$ cat src/rtl/sram_cmd_pkg.sv
package sram_cmd_pkg;
  typedef enum logic [7:0] {
    CMD_LD_HI  = 8'h01,
    CMD_LD_MID = 8'h02,
    CMD_LD_LO  = 8'h03,
    CMD_WR     = 8'h04,
    CMD_RD     = 8'h05
  } cmd_e;

  typedef enum logic [1:0] {
    WS_IDLE,
    WS_SETUP,
    WS_PULSE,
    WS_HOLD
  } wr_st_e;
endpackage

$ cat src/rtl/host_sync.sv
module host_sync #(
  parameter int unsigned STAGES = 2
) (
  input  logic clk,
  input  logic rst_n,
  input  logic stb_in,
  input  logic sel_in,
  output logic stb_s,
  output logic sel_s,
  output logic fall_p
);
  logic [STAGES-1:0] stb_sh_q, stb_sh_d, sel_sh_q, sel_sh_d;
  logic stb_dly_q;

  always_comb begin
    stb_sh_d = {stb_sh_q[STAGES-2:0], stb_in};
    sel_sh_d = {sel_sh_q[STAGES-2:0], sel_in};
  end

  always_ff @(posedge clk or negedge rst_n) begin
    if (!rst_n) begin
      stb_sh_q  <= '0;
      sel_sh_q  <= '0;
      stb_dly_q <= 1'b0;
    end else begin
      stb_sh_q  <= stb_sh_d;
      sel_sh_q  <= sel_sh_d;
      stb_dly_q <= stb_sh_q[STAGES-1];
    end
  end

  assign stb_s  = stb_sh_q[STAGES-1];
  assign sel_s  = sel_sh_q[STAGES-1];
  assign fall_p = stb_dly_q & ~stb_s;


  fall_single_chk: assert property (@(posedge clk) disable iff (!rst_n)
    fall_p |=> !fall_p);
endmodule

$ cat src/rtl/cmd_regs.sv
module cmd_regs
  import sram_cmd_pkg::*;
#(
  parameter int unsigned ADDR_W = 18,
  parameter int unsigned DATA_W = 8
) (
  input  logic              clk,
  input  logic              rst_n,
  input  logic              fall_p,
  input  logic              sel_s,
  input  logic [DATA_W-1:0] din,
  output logic [DATA_W-1:0] cmd_q,
  output logic [ADDR_W-1:0] addr_q,
  output logic              wr_req
);
  localparam int unsigned HI_W = ADDR_W - 2*DATA_W;

  logic              cmd_en, tgt_en, hi_en, mid_en, lo_en;
  logic [DATA_W-1:0] cmd_d;
  logic [ADDR_W-1:0] addr_d;

  always_comb begin
    cmd_en = fall_p & ~sel_s;
    tgt_en = fall_p & sel_s;
    hi_en  = tgt_en && (cmd_q == DATA_W'(CMD_LD_HI));
    mid_en = tgt_en && (cmd_q == DATA_W'(CMD_LD_MID));
    lo_en  = tgt_en && (cmd_q == DATA_W'(CMD_LD_LO));
    wr_req = tgt_en && (cmd_q == DATA_W'(CMD_WR));
    cmd_d  = cmd_en ? din : cmd_q;
    addr_d = addr_q;
    if (hi_en)  addr_d[ADDR_W-1 -: HI_W]   = din[HI_W-1:0];
    if (mid_en) addr_d[2*DATA_W-1 -: DATA_W] = din;
    if (lo_en)  addr_d[DATA_W-1:0]          = din;
  end

  always_ff @(posedge clk or negedge rst_n) begin
    if (!rst_n) begin
      cmd_q  <= '0;
      addr_q <= '0;
    end else begin
      cmd_q  <= cmd_d;
      addr_q <= addr_d;
    end
  end


  addr_idle_chk: assert property (@(posedge clk) disable iff (!rst_n)
    !fall_p |=> $stable(addr_q));

  bad_cmd_chk: assert property (@(posedge clk) disable iff (!rst_n)
    (fall_p && sel_s && (cmd_q == 8'h00 || cmd_q > 8'h05)) |=> $stable(addr_q));

  cmd_keep_chk: assert property (@(posedge clk) disable iff (!rst_n)
    (fall_p && sel_s) |=> $stable(cmd_q));
endmodule

$ cat src/rtl/sram_wr_seq.sv
module sram_wr_seq
  import sram_cmd_pkg::*;
#(
  parameter int unsigned DATA_W = 8
) (
  input  logic              clk,
  input  logic              rst_n,
  input  logic              wr_req,
  input  logic [DATA_W-1:0] din,
  output logic [DATA_W-1:0] wdata_q,
  output logic              pulse,
  output logic              busy
);
  wr_st_e            st_q, st_d;
  logic [DATA_W-1:0] wdata_d;

  always_comb begin
    st_d    = st_q;
    wdata_d = wdata_q;
    unique case (st_q)
      WS_IDLE: if (wr_req) begin
        st_d    = WS_SETUP;
        wdata_d = din;
      end
      WS_SETUP: st_d = WS_PULSE;
      WS_PULSE: st_d = WS_HOLD;
      WS_HOLD:  st_d = WS_IDLE;
      default:  st_d = WS_IDLE;
    endcase
  end

  always_ff @(posedge clk or negedge rst_n) begin
    if (!rst_n) begin
      st_q    <= WS_IDLE;
      wdata_q <= '0;
    end else begin
      st_q    <= st_d;
      wdata_q <= wdata_d;
    end
  end

  assign pulse = (st_q == WS_PULSE);
  assign busy  = (st_q != WS_IDLE);


  pulse_one_chk: assert property (@(posedge clk) disable iff (!rst_n)
    pulse |=> !pulse);

  data_hold_chk: assert property (@(posedge clk) disable iff (!rst_n)
    pulse |=> $stable(wdata_q));

  data_setup_chk: assert property (@(posedge clk) disable iff (!rst_n)
    $rose(pulse) |-> $stable(wdata_q));
endmodule

$ cat src/rtl/sram_cmd_port.sv
module sram_cmd_port
  import sram_cmd_pkg::*;
#(
  parameter int unsigned ADDR_W      = 18,
  parameter int unsigned DATA_W      = 8,
  parameter int unsigned SYNC_STAGES = 2
) (
  input  logic              clk,
  input  logic              rst_n,
  input  logic [DATA_W-1:0] host_din,
  output logic [DATA_W-1:0] host_dout,
  output logic              host_dout_en,
  input  logic              host_sel,
  input  logic              host_stb,
  output logic [ADDR_W-1:0] sram_addr,
  output logic [DATA_W-1:0] sram_wdata,
  input  logic [DATA_W-1:0] sram_rdata,
  output logic              sram_ce_n,
  output logic              sram_we_n,
  output logic              sram_oe_n
);
  logic              rst_meta_q, rst_q;
  logic              stb_s, sel_s, fall_p, wr_req, wr_pulse, wr_busy, rd_act;
  logic [DATA_W-1:0] cmd_q;

  always_ff @(posedge clk or negedge rst_n) begin
    if (!rst_n) begin
      rst_meta_q <= 1'b0;
      rst_q      <= 1'b0;
    end else begin
      rst_meta_q <= 1'b1;
      rst_q      <= rst_meta_q;
    end
  end

  host_sync #(.STAGES(SYNC_STAGES)) u_sync (
    .clk(clk), .rst_n(rst_q), .stb_in(host_stb), .sel_in(host_sel),
    .stb_s(stb_s), .sel_s(sel_s), .fall_p(fall_p)
  );

  cmd_regs #(.ADDR_W(ADDR_W), .DATA_W(DATA_W)) u_regs (
    .clk(clk), .rst_n(rst_q), .fall_p(fall_p), .sel_s(sel_s), .din(host_din),
    .cmd_q(cmd_q), .addr_q(sram_addr), .wr_req(wr_req)
  );

  sram_wr_seq #(.DATA_W(DATA_W)) u_wr (
    .clk(clk), .rst_n(rst_q), .wr_req(wr_req), .din(host_din),
    .wdata_q(sram_wdata), .pulse(wr_pulse), .busy(wr_busy)
  );

  always_comb begin
    rd_act       = stb_s & sel_s & (cmd_q == DATA_W'(CMD_RD)) & ~wr_busy;
    sram_we_n    = ~wr_pulse;
    sram_oe_n    = ~rd_act;
    sram_ce_n    = ~(wr_pulse | rd_act);
    host_dout_en = rd_act;
    host_dout    = sram_rdata;
  end


  rw_excl_chk: assert property (@(posedge clk) disable iff (!rst_q)
    !(!sram_we_n && !sram_oe_n));

  drive_rd_chk: assert property (@(posedge clk) disable iff (!rst_q)
    host_dout_en |-> (!sram_oe_n && !sram_ce_n));

  addr_hold_chk: assert property (@(posedge clk) disable iff (!rst_q)
    !sram_we_n |=> $stable(sram_addr));

  addr_setup_chk: assert property (@(posedge clk) disable iff (!rst_q)
    $fell(sram_we_n) |-> $stable(sram_addr));
endmodule

$ cat config.mk
export PLATFORM = sky130hd
export DESIGN_NAME = sram_cmd_port
export DESIGN_NICKNAME = d
export VERILOG_FILES = /design/src/rtl/sram_cmd_pkg.sv /design/src/rtl/host_sync.sv /design/src/rtl/cmd_regs.sv /design/src/rtl/sram_wr_seq.sv /design/src/rtl/sram_cmd_port.sv
export SDC_FILE = /design/constraint.sdc
export NUM_CORES = 1
export LEC_CHECK = 0
export CAP_MARGIN = 20
export CORE_MARGIN = 2
export CORE_UTILIZATION = 45
export DETAILED_ROUTE_END_ITERATION = 8
export PLACE_DENSITY = 0.78
export SETUP_SLACK_MARGIN = 0.15
export SLEW_MARGIN = 20
export SYNTH_ARGS = -nofsm -noshare
export SYNTH_HDL_FRONTEND = slang
export SYNTH_SLANG_ARGS = --single-unit
$ cat constraint.sdc
create_clock -name clk -period 2.4 [get_ports clk]
set_clock_uncertainty 0.05 [all_clocks]
set_input_delay 0.48 -clock clk [delete_from_list [all_inputs] [get_ports clk]]
set_output_delay 0.48 -clock clk [all_outputs]
set_load 0.005 [all_outputs]
==> flow_summary.json, run 1 <==
{
  "synth-compound-area-share_pct": 0.969,
  "synth_sequential_area_ratio_pct": 59.5,
  "setup_viol_count_final": 0,
  "critical_path_class": "register to output pin",
  "worstRegToRegCells": 5,
  "grt-ovfl-total": 0,
  "die_width_um": 67.4,
  "setup_ws_pre_cts_ns": -0.0212,
  "start_util_pct": 45.9,
  "mostFrequentLayoutCell": "dfrtp_1",
  "cpMaxStageDelayCell": "or4b_4",
  "number_of_global_route_vias_before_repair": 1225,
  "numCtsBuffers": 5,
  "synthXorXnorAreaFrac_pct": 0,
  "post_synth_inst_count": 118,
  "stdcell_area_um2": 2440,
  "final_layout_size_suffix_gt1_share_pct": 41.2,
  "clk-insertion-delay-late_ns": 0.29,
  "cts-htree-levels": 2,
  "wirelength_mm": 3.69,
  "timing.rr.end": "u_regs.addr_q[13]",
  "cts.sink_count": 43,
  "fillers": 293,
  "critPathTopFamily": "simple AND/OR/NAND/NOR gates",
  "power_density_nw_per_um2": 734,
  "max-slew-margin-rel_pct": 65.2,
  "total_switching_power_mw": 0.472,
  "ys_ff_latch": 43,
  "ctsLongestPathBuffers": 2,
  "synth_cell_types": 22,
  "vias_after_detailed_routing": 1166,
  "io_buffer_count": 41,
  "finish.net_count": 198,
  "gr-usage-all-layers_pct": 18.8,
  "post_synth_and_or_nand_nor_area_fraction_pct": 9.48,
  "result_of_the_run": "finished, final reports clean",
  "detail_route.wl_per_cell_um": 16.2,
  "static-leakage-power_nw": 1.09,
  "pin_count_of_the_biggest_net_entering_global_routing": 42,
  "number_of_antenna_repair_diodes": 0,
  "flow.area_growth_from_synthesis_pct": 35.2,
  "rsz0062_at_grt": "yes",
  "critical_path_required_ns": 1.87,
  "yosys.area_share.adder_pct": 1.38,
  "tritoncts": "built",
  "max_freq_mhz": 431,
  "placement.cell_area_um2": 2290,
  "synth.top_cells.by_area": "dfrtp_1 60%, mux2_2 17%, mux2_4 6.6%",
  "netlist.area_leader.share_pct": 59.5,
  "crit_path_largest_cell_delay_ns": 0.55,
  "drv_slew": 0,
  "final-hold-violation-count": 0,
  "clock-root-buffer": "clkbuf_8",
  "seqCellArea_um2": 1080,
  "critPathMaxFanout": 3,
  "design.core.area_um2": 3940,
  "syn-cell-area_um2": 1810,
  "muxShareOfSynthArea_pct": 23.5,
  "drt-pass1-iter-count": 4,
  "synth_top_family_by_area": "multiplexers",
  "hp-class": "register to asynchronous set/reset pin",
  "cts.hold.buffers_added": 0,
  "place.gp.congestion": 0.796,
  "antenna_violating_nets_left": 0,
  "floorplan.die_area_um2": 4540,
  "antenna_found_initial": 0,
  "path_clk_slew_ns": 0.08,
  "combinationalPowerShare_pct": 27.0,
  "global_route_wire_length_before_repair_mm": 6.08,
  "leading_cell_types_in_the_layout_fill_and_taps_excluded": "43 x dfrtp_1, 38 x clkdlybuf4s50_1, 25 x mux2_2, 19 x buf_4, 10 x mux2_4",
  "fin_cells": 227,
  "postLayoutSetupSlackWorst_ns": 0.0812,
  "drv_cap": 0,
  "worst_ep_arrival_time_ns": 1.79,
  "worst_ir_drop_vdd_mv": 0.472,
  "power.switching_fraction_pct": 26.3,
  "final_critical_path_time_including_i_o_delays_and_setup_ns": 2.32,
  "yosys.area.top_type": "dfrtp_1",
  "post_synth.cell_area_avg_um2": 15.3,
  "worst-r2r-setup-slack_ns": 0.12,
  "max_slew.worst_pin.slew_ns": 0.515,
  "setup.worst_path.start_class": "register",
  "detail_route.drc_violations": 0,
  "multi_input_area_um2": 668,
  "cellInternalPower_mw": 1.32,
  "detail_route.vias_per_cell": 5.14,
  "worst_path_buf_inv": 2,
  "synth.yosys.warnings": 0,
  "boundaryPins": 58,
  "sequentialPowerShare_pct": 48.9,
  "timing.final.crit_share_pct": 96.6,
  "syn-num-nets": 140,
  "regToRegStartpoint": "u_regs.cmd_q[4]",
  "dp_cells": 211,
  "first_iter_violations": 19,
  "place.detailed.hpwl_mm": 2.67,
  "critPathCaptureType": "output pin",
  "core.rowCount": 23,
  "dieHeight_um": 67.4,
  "cp_cell_sequence": "or4b_4 > nor4_2 > buf_4 > nor2_1 > buf_2",
  "pwr-share-clk_pct": 24.1
}
[metal layers]
metal  track usage (%)  share of wire [%]  vias up
met3              6.33                7.2        9
met4              7.91                2.2        0
met1              22.0                 39      589
met2              31.6                 52       40
li1                  -                  -      528
met5                 0                  0        -
[state kept, by name (all words and copies together) (netlist names)]
| register | cells |
|---|---|
| u_regs.addr_q | 18 |
| rst_meta_q | 1 |
| rst_q | 1 |
| u_regs.cmd_q | 8 |
| u_sync.stb_dly_q | 1 |
| u_sync.stb_sh_q | 2 |
| u_wr.wdata_q | 8 |
| u_wr.st_q | 2 |
| u_sync.sel_sh_q | 2 |
[synth_stat cells]
cell type,number
buf_6,1
inv_1,5
mux2_4,8
a31oi_1,2
nand3b_1,1
conb_1,1
mux2_2,27
nor4b_1,4
nor4_1,2
nor3b_1,2
nor2_1,2
ha_1,2
buf_4,8
or3b_2,3
dfrtp_1,43
or4_4,1
nand4_1,1
nor4_4,1
nand2_1,1
a21oi_1,1
or4b_4,1
or4bb_1,1
[cells by family after synthesis]
kind of cell | count (synthesis)
flip-flops | 43
multiplexers | 35
AND/OR/NAND/NOR | 20
buffers and inverters | 14
AO/OA/AOI/OAI | 3
adder cells (fa/ha/maj) | 2
other | 1
[through the flow]
stage	setup TNS, ns	util, %	hold slack (ns)	power, mW
finish	0	62.0	0.253	1.79
global route	0	62.0	0.275	1.91
CTS	0	60.8	0.273	1.78
detailed placement	-0.0293	58.1	0.272	1.31
global placement	0	58.1	0.255	1.28
floorplan	0	-	0.134	1.09
[power groups by stage]
stage | Sequential [mW] | Clock [mW] | Combinational [mW]
finish | 0.878 | 0.432 | 0.484
global route | 0.889 | 0.485 | 0.535
CTS | 0.877 | 0.449 | 0.454
detailed placement | 0.892 | 0 | 0.423
global placement | 0.882 | 0 | 0.400
floorplan | 0.893 | 0 | 0.199
[worst reg2reg max path, stage by stage (launching register included)]
cell	delay [ns]
dfrtp_1	0.38
or4b_4	0.55
buf_4	0.15
buf_4	0.14
or4_4	0.54
mux2_4	0.34
[layout make-up]
cell class              instances  share of cell area (%)
clock inverters                 1                   0.205
flip-flops and latches         43                    44.0
inverters                       5                   0.768
well taps                      50                    2.56
multi-input cells              61                    27.3
clock buffers                   7                    3.12
repair buffers                 60                    22.0
[repair_timing]
item,CTS,global route
pin swaps,5,2
setup endpoints to repair,5,18
resized for setup,13,4
buffers inserted,4,4
[how the worst max path moves through the flow]
stage               startpoint           endpoint  slack, ns  cells past startpoint
2_1_floorplan  u_regs.cmd_q[4]  u_regs.addr_q[10]       0.31                      4
4_1_cts           u_wr.st_q[1]          sram_ce_n       0.07                      7
5_1_grt        u_regs.cmd_q[4]          sram_ce_n       0.01                      5
3_3_place_gp      u_wr.st_q[0]       host_dout_en       0.02                      6
3_5_place_dp      u_wr.st_q[1]       host_dout_en      -0.02                      6
6_report       u_regs.cmd_q[4]          sram_ce_n       0.08                      5
Note: power is estimated with default switching activity, not from simulation.
==> run 2, diff against run 1 <==
--- a/config.mk
+++ b/config.mk
@@ -6,7 +6,8 @@
 export NUM_CORES = 1
 export LEC_CHECK = 0
 export CAP_MARGIN = 20
-export CORE_MARGIN = 2
+export CORE_ASPECT_RATIO = 0.8
+export CORE_MARGIN = 3
 export CORE_UTILIZATION = 45
 export DETAILED_ROUTE_END_ITERATION = 8
 export PLACE_DENSITY = 0.78
==> run 2 against run 1 <==
Sequential power is 0.6% higher. Utilization is 6.2 points higher. Hold slack worse by 0.0072 ns. Total power is 8.5% higher. Setup slack worse by 0.12 ns. Critical path depth is 3 higher. The flow now finishes with violations (setup timing). Register-to-register slack better by 0.06 ns. Routed wire length is 1.3% lower.
==> flow_summary.json, run 2 (same netlist as run 1, synthesis figures left out) <==
{
  "ctsLongestPathBuffers": 2,
  "floorplan.die_area_um2": 4820,
  "vias_after_detailed_routing": 1165,
  "core.rowCount": 19,
  "setup_viol_count_final": 1,
  "cpMaxStageDelayCell": "or4bb_4",
  "timing.rr.end": "u_regs.addr_q[16]",
  "fin_cells": 227,
  "drt-pass1-iter-count": 4,
  "worstRegToRegCells": 4,
  "largest_registers": "u_regs.addr_q x18, u_regs.cmd_q x8, u_wr.wdata_q x8",
  "result_of_the_run": "finished with violations",
  "worst-r2r-setup-slack_ns": 0.18,
  "hp-class": "register to asynchronous set/reset pin",
  "cts.hold.buffers_added": 0,
  "critPathTopFamily": "simple AND/OR/NAND/NOR gates",
  "grt-ovfl-total": 0,
  "postLayoutSetupSlackWorst_ns": -0.0384,
  "worst_ep_arrival_time_ns": 1.91,
  "power_mw": 1.95,
  "numCtsBuffers": 5,
  "first_iter_violations": 53,
  "cts-htree-levels": 2,
  "rsz0062_at_grt": "yes",
  "place.gp.congestion": 0.833,
  "number_of_antenna_repair_diodes": 0,
  "clk-insertion-delay-late_ns": 0.29,
  "path_clk_slew_ns": 0.07,
  "max_slew.worst_pin.slew_ns": 0.583,
  "critical_path_class": "register to output pin",
  "gr-usage-all-layers_pct": 16.6,
  "final-hold-violation-count": 0,
  "mostFrequentLayoutCell": "dfrtp_1",
  "largest_register_ff_count": 18,
  "design.core.area_um2": 3640,
  "critPathMaxFanout": 2,
  "worst_ir_drop_vdd_mv": 0.477,
  "drv_slew": 0,
  "clock-root-buffer": "clkbuf_8",
  "finalSetupTns_ns": -0.0384,
  "tritoncts": "built",
  "number_of_global_route_vias_before_repair": 1322,
  "boundaryPins": 58,
  "multi_input_area_um2": 676,
  "leading_cell_types_in_the_layout_fill_and_taps_excluded": "43 x dfrtp_1, 37 x clkdlybuf4s50_1, 27 x mux2_2, 16 x buf_4, 8 x mux2_4",
  "static-leakage-power_nw": 1.11,
  "antenna_violating_nets_left": 0,
  "antenna_found_initial": 0,
  "place.detailed.hpwl_mm": 2.55,
  "top_register": "u_regs.addr_q",
  "seqCellArea_um2": 1080,
  "flow.area_growth_from_synthesis_pct": 37.3,
  "cts.sink_count": 43,
  "drv_cap": 0,
  "max-slew-margin-rel_pct": 60.8,
  "max_freq_mhz": 410,
  "dieHeight_um": 62.7,
  "fillers": 264,
  "power_density_nw_per_um2": 784,
  "global_route_wire_length_before_repair_mm": 6.20,
  "finish.net_count": 196,
  "cp_cell_sequence": "inv_2 > ha_4 > or4bb_4 > nor4_4 > buf_4 > buf_6 > nor2_2 > buf_2",
  "worst_path_buf_inv": 4,
  "final_critical_path_time_including_i_o_delays_and_setup_ns": 2.44,
  "detail_route.drc_violations": 0,
  "critPathCaptureType": "output pin",
  "crit_path_largest_cell_delay_ns": 0.47,
  "final_layout_size_suffix_gt1_share_pct": 42.9,
  "dp_cells": 214,
  "start_util_pct": 49.7,
  "critical_path_required_ns": 1.87,
  "die_width_um": 76.9,
  "detail_route.wl_per_cell_um": 16.0,
  "detail_route.vias_per_cell": 5.13,
  "failed_checks": "setup timing",
  "timing.final.crit_share_pct": 102,
  "setup.worst_path.start_class": "register",
  "pin_count_of_the_biggest_net_entering_global_routing": 42,
  "setup_ws_pre_cts_ns": -0.0880,
  "io_buffer_count": 41,
  "regToRegStartpoint": "u_regs.cmd_q[4]",
  "wirelength_mm": 3.64
}
run 2: area by class of cell:
type | instances | area share (%)
clock buffer | 6 | 3.33
clock inverter | 2 | 1.41
inverter | 5 | 0.756
multi-input combinational | 61 | 27.2
sequential | 43 | 43.3
tap | 52 | 2.62
timing repair buffer | 58 | 21.3
run 2: per-stage QoR:
stage	area, um^2	utilization (%)	hold slack [ns]
3_3_place_gp	2300	63.3	0.256
6_report	2480	68.2	0.245
3_5_place_dp	2300	63.3	0.267
2_1_floorplan	1810	-	0.134
5_1_grt	2480	68.2	0.275
4_1_cts	2450	67.4	0.275
run 2: what timing repair did:
action                                  CTS  global route
resized for setup                        17             5
buffers inserted                          4             1
pin swaps                                 2             1
endpoints found under the setup margin    3            12
run 2: per-layer routing:
metal | up-vias | GRT usage, % | wire length, um
met5 | - | 0 | 0
met4 | 0 | 9.50 | 116
met3 | 18 | 5.91 | 231
met2 | 45 | 27.2 | 1730
met1 | 573 | 18.9 | 1560
li1 | 529 | - | -
run 2: worst max-delay path by stage:
stage / startpoint / endpoint / slack (ns) / cells after the start
2_1_floorplan: u_regs.cmd_q[4] / u_regs.addr_q[10] / 0.31 / 4
3_3_place_gp: u_wr.st_q[0] / host_dout_en / 0.01 / 6
3_5_place_dp: u_wr.st_q[0] / host_dout_en / -0.09 / 6
4_1_cts: u_wr.st_q[1] / sram_ce_n / -0.05 / 8
5_1_grt: u_wr.st_q[0] / sram_ce_n / -0.12 / 8
6_report: u_wr.st_q[0] / sram_ce_n / -0.04 / 8
run 2: report_power, final:
part | internal [mW] | switching, mW
Clock | 0.336 | 0.235
Sequential | 0.813 | 0.0703
Combinational | 0.309 | 0.184
run 2: worst reg2reg max path: stages (launching register included):
cell and delay [ns]:
dfrtp_1 0.39, or4b_4 0.56, buf_4 0.17, nor4_1 0.53, mux2_2 0.40
==> run 3, diff against run 2 <==
--- a/config.mk
+++ b/config.mk
@@ -5,12 +5,13 @@
 export SDC_FILE = /design/constraint.sdc
 export NUM_CORES = 1
 export LEC_CHECK = 0
+export ABC_AREA = 1
 export CAP_MARGIN = 20
 export CORE_ASPECT_RATIO = 0.8
 export CORE_MARGIN = 3
 export CORE_UTILIZATION = 45
 export DETAILED_ROUTE_END_ITERATION = 8
-export PLACE_DENSITY = 0.78
+export DONT_BUFFER_PORTS = 1
 export SETUP_SLACK_MARGIN = 0.15
 export SLEW_MARGIN = 20
 export SYNTH_ARGS = -nofsm -noshare
==> run 3 against run 2 <==
The flow now finishes without violations. Hold slack got worse by 0.094 ns. Design area decreased by 18%. Area after synthesis increased by 4.8%. Cell count increased by 4.8%. Total power increased by 0.72%. Routed wire length increased by 9.2%.
==> flow_summary.json, run 3 <==
{
  "result_of_the_run": "finished, final reports clean",
  "detail_route.wl_per_cell_um": 16.7,
  "number_of_flops_mapped_to_enable_cells_by_yosys": 0,
  "max-slew-margin-rel_pct": 51.0,
  "post_synth.cell_area_avg_um2": 10.2,
  "postLayoutCoreUtil_pct": 51.7,
  "syn-cell-area_um2": 1900,
  "antenna_found_initial": 0,
  "worst_ir_drop_vdd_mv": 0.395,
  "final_critical_path_time_including_i_o_delays_and_setup_ns": 2.11,
  "place.gp.congestion": 0.768,
  "final_layout_size_suffix_gt1_share_pct": 23.5,
  "numCtsBuffers": 5,
  "design.core.area_um2": 3930,
  "finalSetupTns_ns": 0,
  "flow.area_growth_from_synthesis_pct": 7.19,
  "synth.most_common_cell": "nand2_1",
  "drv_slew": 0,
  "synth.top_cells.by_area": "dfrtp_1 57%, nand2_1 9.7%, o21ai_2 7.4%",
  "global_route_wire_length_before_repair_mm": 6.67,
  "hp-class": "input port to register",
  "largest_register_ff_count": 18,
  "die_width_um": 78.6,
  "synth_top_flop_cell": "dfrtp_1",
  "critical_path_class": "register to output pin",
  "ctsLongestPathBuffers": 2,
  "largest_registers": "u_regs.addr_q x18, u_regs.cmd_q x8, u_wr.wdata_q x8",
  "synth.top_cells.by_count": "49 x nand2_1, 43 x dfrtp_1, 16 x inv_1, 16 x o21ai_2",
  "postLayoutSetupSlackWorst_ns": 0.288,
  "number_of_antenna_repair_diodes": 0,
  "drv_cap": 0,
  "floorplan.die_area_um2": 5030,
  "clock-root-buffer": "clkbuf_8",
  "core.rowCount": 20,
  "max_freq_mhz": 474,
  "boundaryPins": 58,
  "static-leakage-power_nw": 1.02,
  "max_slew.worst_pin.slew_ns": 0.735,
  "pin_count_of_the_biggest_net_entering_global_routing": 26,
  "mostFrequentLayoutCell": "nand2_1",
  "first_iter_violations": 98,
  "setup.worst_path.start_class": "register",
  "syn-num-nets": 207,
  "ys_ff_latch": 43,
  "sequentialPowerShare_pct": 47.5,
  "netlist.area_leader.share_pct": 56.8,
  "synth_cell_types": 23,
  "critPathMaxFanout": 2,
  "path_clk_slew_ns": 0.08,
  "clk-insertion-delay-late_ns": 0.30,
  "timing.final.crit_share_pct": 88.0,
  "leading_cell_types_in_the_layout_fill_and_taps_excluded": "49 x nand2_1, 43 x dfrtp_1, 16 x inv_1, 16 x o21ai_2",
  "post_synth_inst_count": 185,
  "ffs_w_async_s_r_synth_pct": 100,
  "yosys.area.top_type": "dfrtp_1",
  "pwr-share-clk_pct": 33.7,
  "power.switching_fraction_pct": 29.5,
  "power_density_nw_per_um2": 965,
  "cts-htree-levels": 2,
  "start_util_pct": 48.2,
  "critPathCaptureType": "output pin",
  "critical_path_required_ns": 1.87,
  "cts.sink_count": 43,
  "rsz0062_at_grt": "no",
  "vias_after_detailed_routing": 1272,
  "io_buffer_count": 0,
  "worst_ep_arrival_time_ns": 1.58,
  "drt-pass1-iter-count": 4,
  "synth_sequential_area_ratio_pct": 56.8,
  "number_of_global_route_vias_before_repair": 1352,
  "dieHeight_um": 64.1,
  "cellInternalPower_mw": 1.38,
  "setup_viol_count_final": 0,
  "detail_route.vias_per_cell": 5.34,
  "wirelength_mm": 3.97,
  "gr-usage-all-layers_pct": 17.6,
  "final-hold-violation-count": 0,
  "total_switching_power_mw": 0.579,
  "place.detailed.hpwl_mm": 3.01,
  "combinationalPowerShare_pct": 18.8,
  "antenna_violating_nets_left": 0,
  "setup_ws_pre_cts_ns": 0.626,
  "tritoncts": "built",
  "finish.net_count": 204,
  "grt-ovfl-total": 0,
  "synth.yosys.warnings": 0,
  "detail_route.drc_violations": 0,
  "post_cts_resize_count": 0,
  "top_register": "u_regs.addr_q"
}
## run 3: area by class of cell
cell class / instances / area (um^2)
clock buffer: 6 / 72.6
clock inverter: 2 / 60.1
multi-input combinational: 110 / 646
tap: 55 / 68.8
fill: 358 / 1900
sequential: 43 / 1080
timing repair buffer: 3 / 37.5
inverter: 19 / 71.3
## run 3: power groups by stage
stage          Clock (mW)  Sequential (mW)  Combinational, mW
2_1_floorplan           0            0.923              0.284
3_3_place_gp            0            0.938              0.327
3_5_place_dp            0            0.948              0.363
4_1_cts             0.674            0.933              0.367
5_1_grt             0.718            0.946              0.410
6_report            0.661            0.931              0.368
## run 3: worst paths after layout
kind	start	end	slack (ns)	cells past startpoint
max	u_wr.st_q[0]	host_dout_en	0.29	6
min	host_sel	u_sync.sel_sh_q[0]	0.15	0
max reg2reg	u_sync.stb_sh_q[1]	u_wr.wdata_q[2]	0.93	6
min reg2reg	rst_q	u_regs.cmd_q[4]	0.26	0
max in group asynchronous	rst_q	u_wr.wdata_q[6]	1.46	1
min in group asynchronous	rst_q	u_regs.cmd_q[4]	0.26	0
## run 3: logic make-up after synthesis
group / count (synthesis) / synth area share, %
AOI/OAI and AO/OA: 27 / 10.3
adders and majority gates: 2 / 1.32
buffers and inverters: 32 / 9.17
DFF: 43 / 56.8
other: 1 / 0.198
and+or+nand+nor: 80 / 22.2
## run 3: timing repair
item                       CTS  global route
setup buffers                0             0
hold endpoints to repair     2             0
setup endpoints to repair    0             0
hold buffers                 1             0
## run 3: critical path, cell delays in order, from the launching register on
cell and delay (ns):
dfrtp_1 0.40, inv_1 0.09, ha_1 0.17, inv_1 0.07, nor3_1 0.30, nand2_1 0.15
inv_1 0.10
## run 3: per-layer routing
metal / track usage, % / up-vias / wire (um) / share of wire (%)
met1: 20.0 / 626 / 1550 / 39
met5: 0 / - / 0 / 0
met2: 28.6 / 45 / 2000 / 50
li1: - / 581 / - / -
met3: 7.75 / 20 / 310 / 7.8
met4: 8.08 / 0 / 114 / 2.9
## run 3: per-stage QoR
| stage | instance area, um^2 | hold WS [ns] | cells | total power, mW |
|---|---|---|---|---|
| after floorplan | 1900 | 0.134 | 185 | 1.21 |
| after global placement | 1890 | 0.134 | 229 | 1.26 |
| after detailed placement | 1890 | 0.134 | 229 | 1.31 |
| after CTS | 2030 | 0.142 | 238 | 1.97 |
| after global routing | 2030 | 0.129 | 238 | 2.07 |
| final | 2030 | 0.152 | 238 | 1.96 |
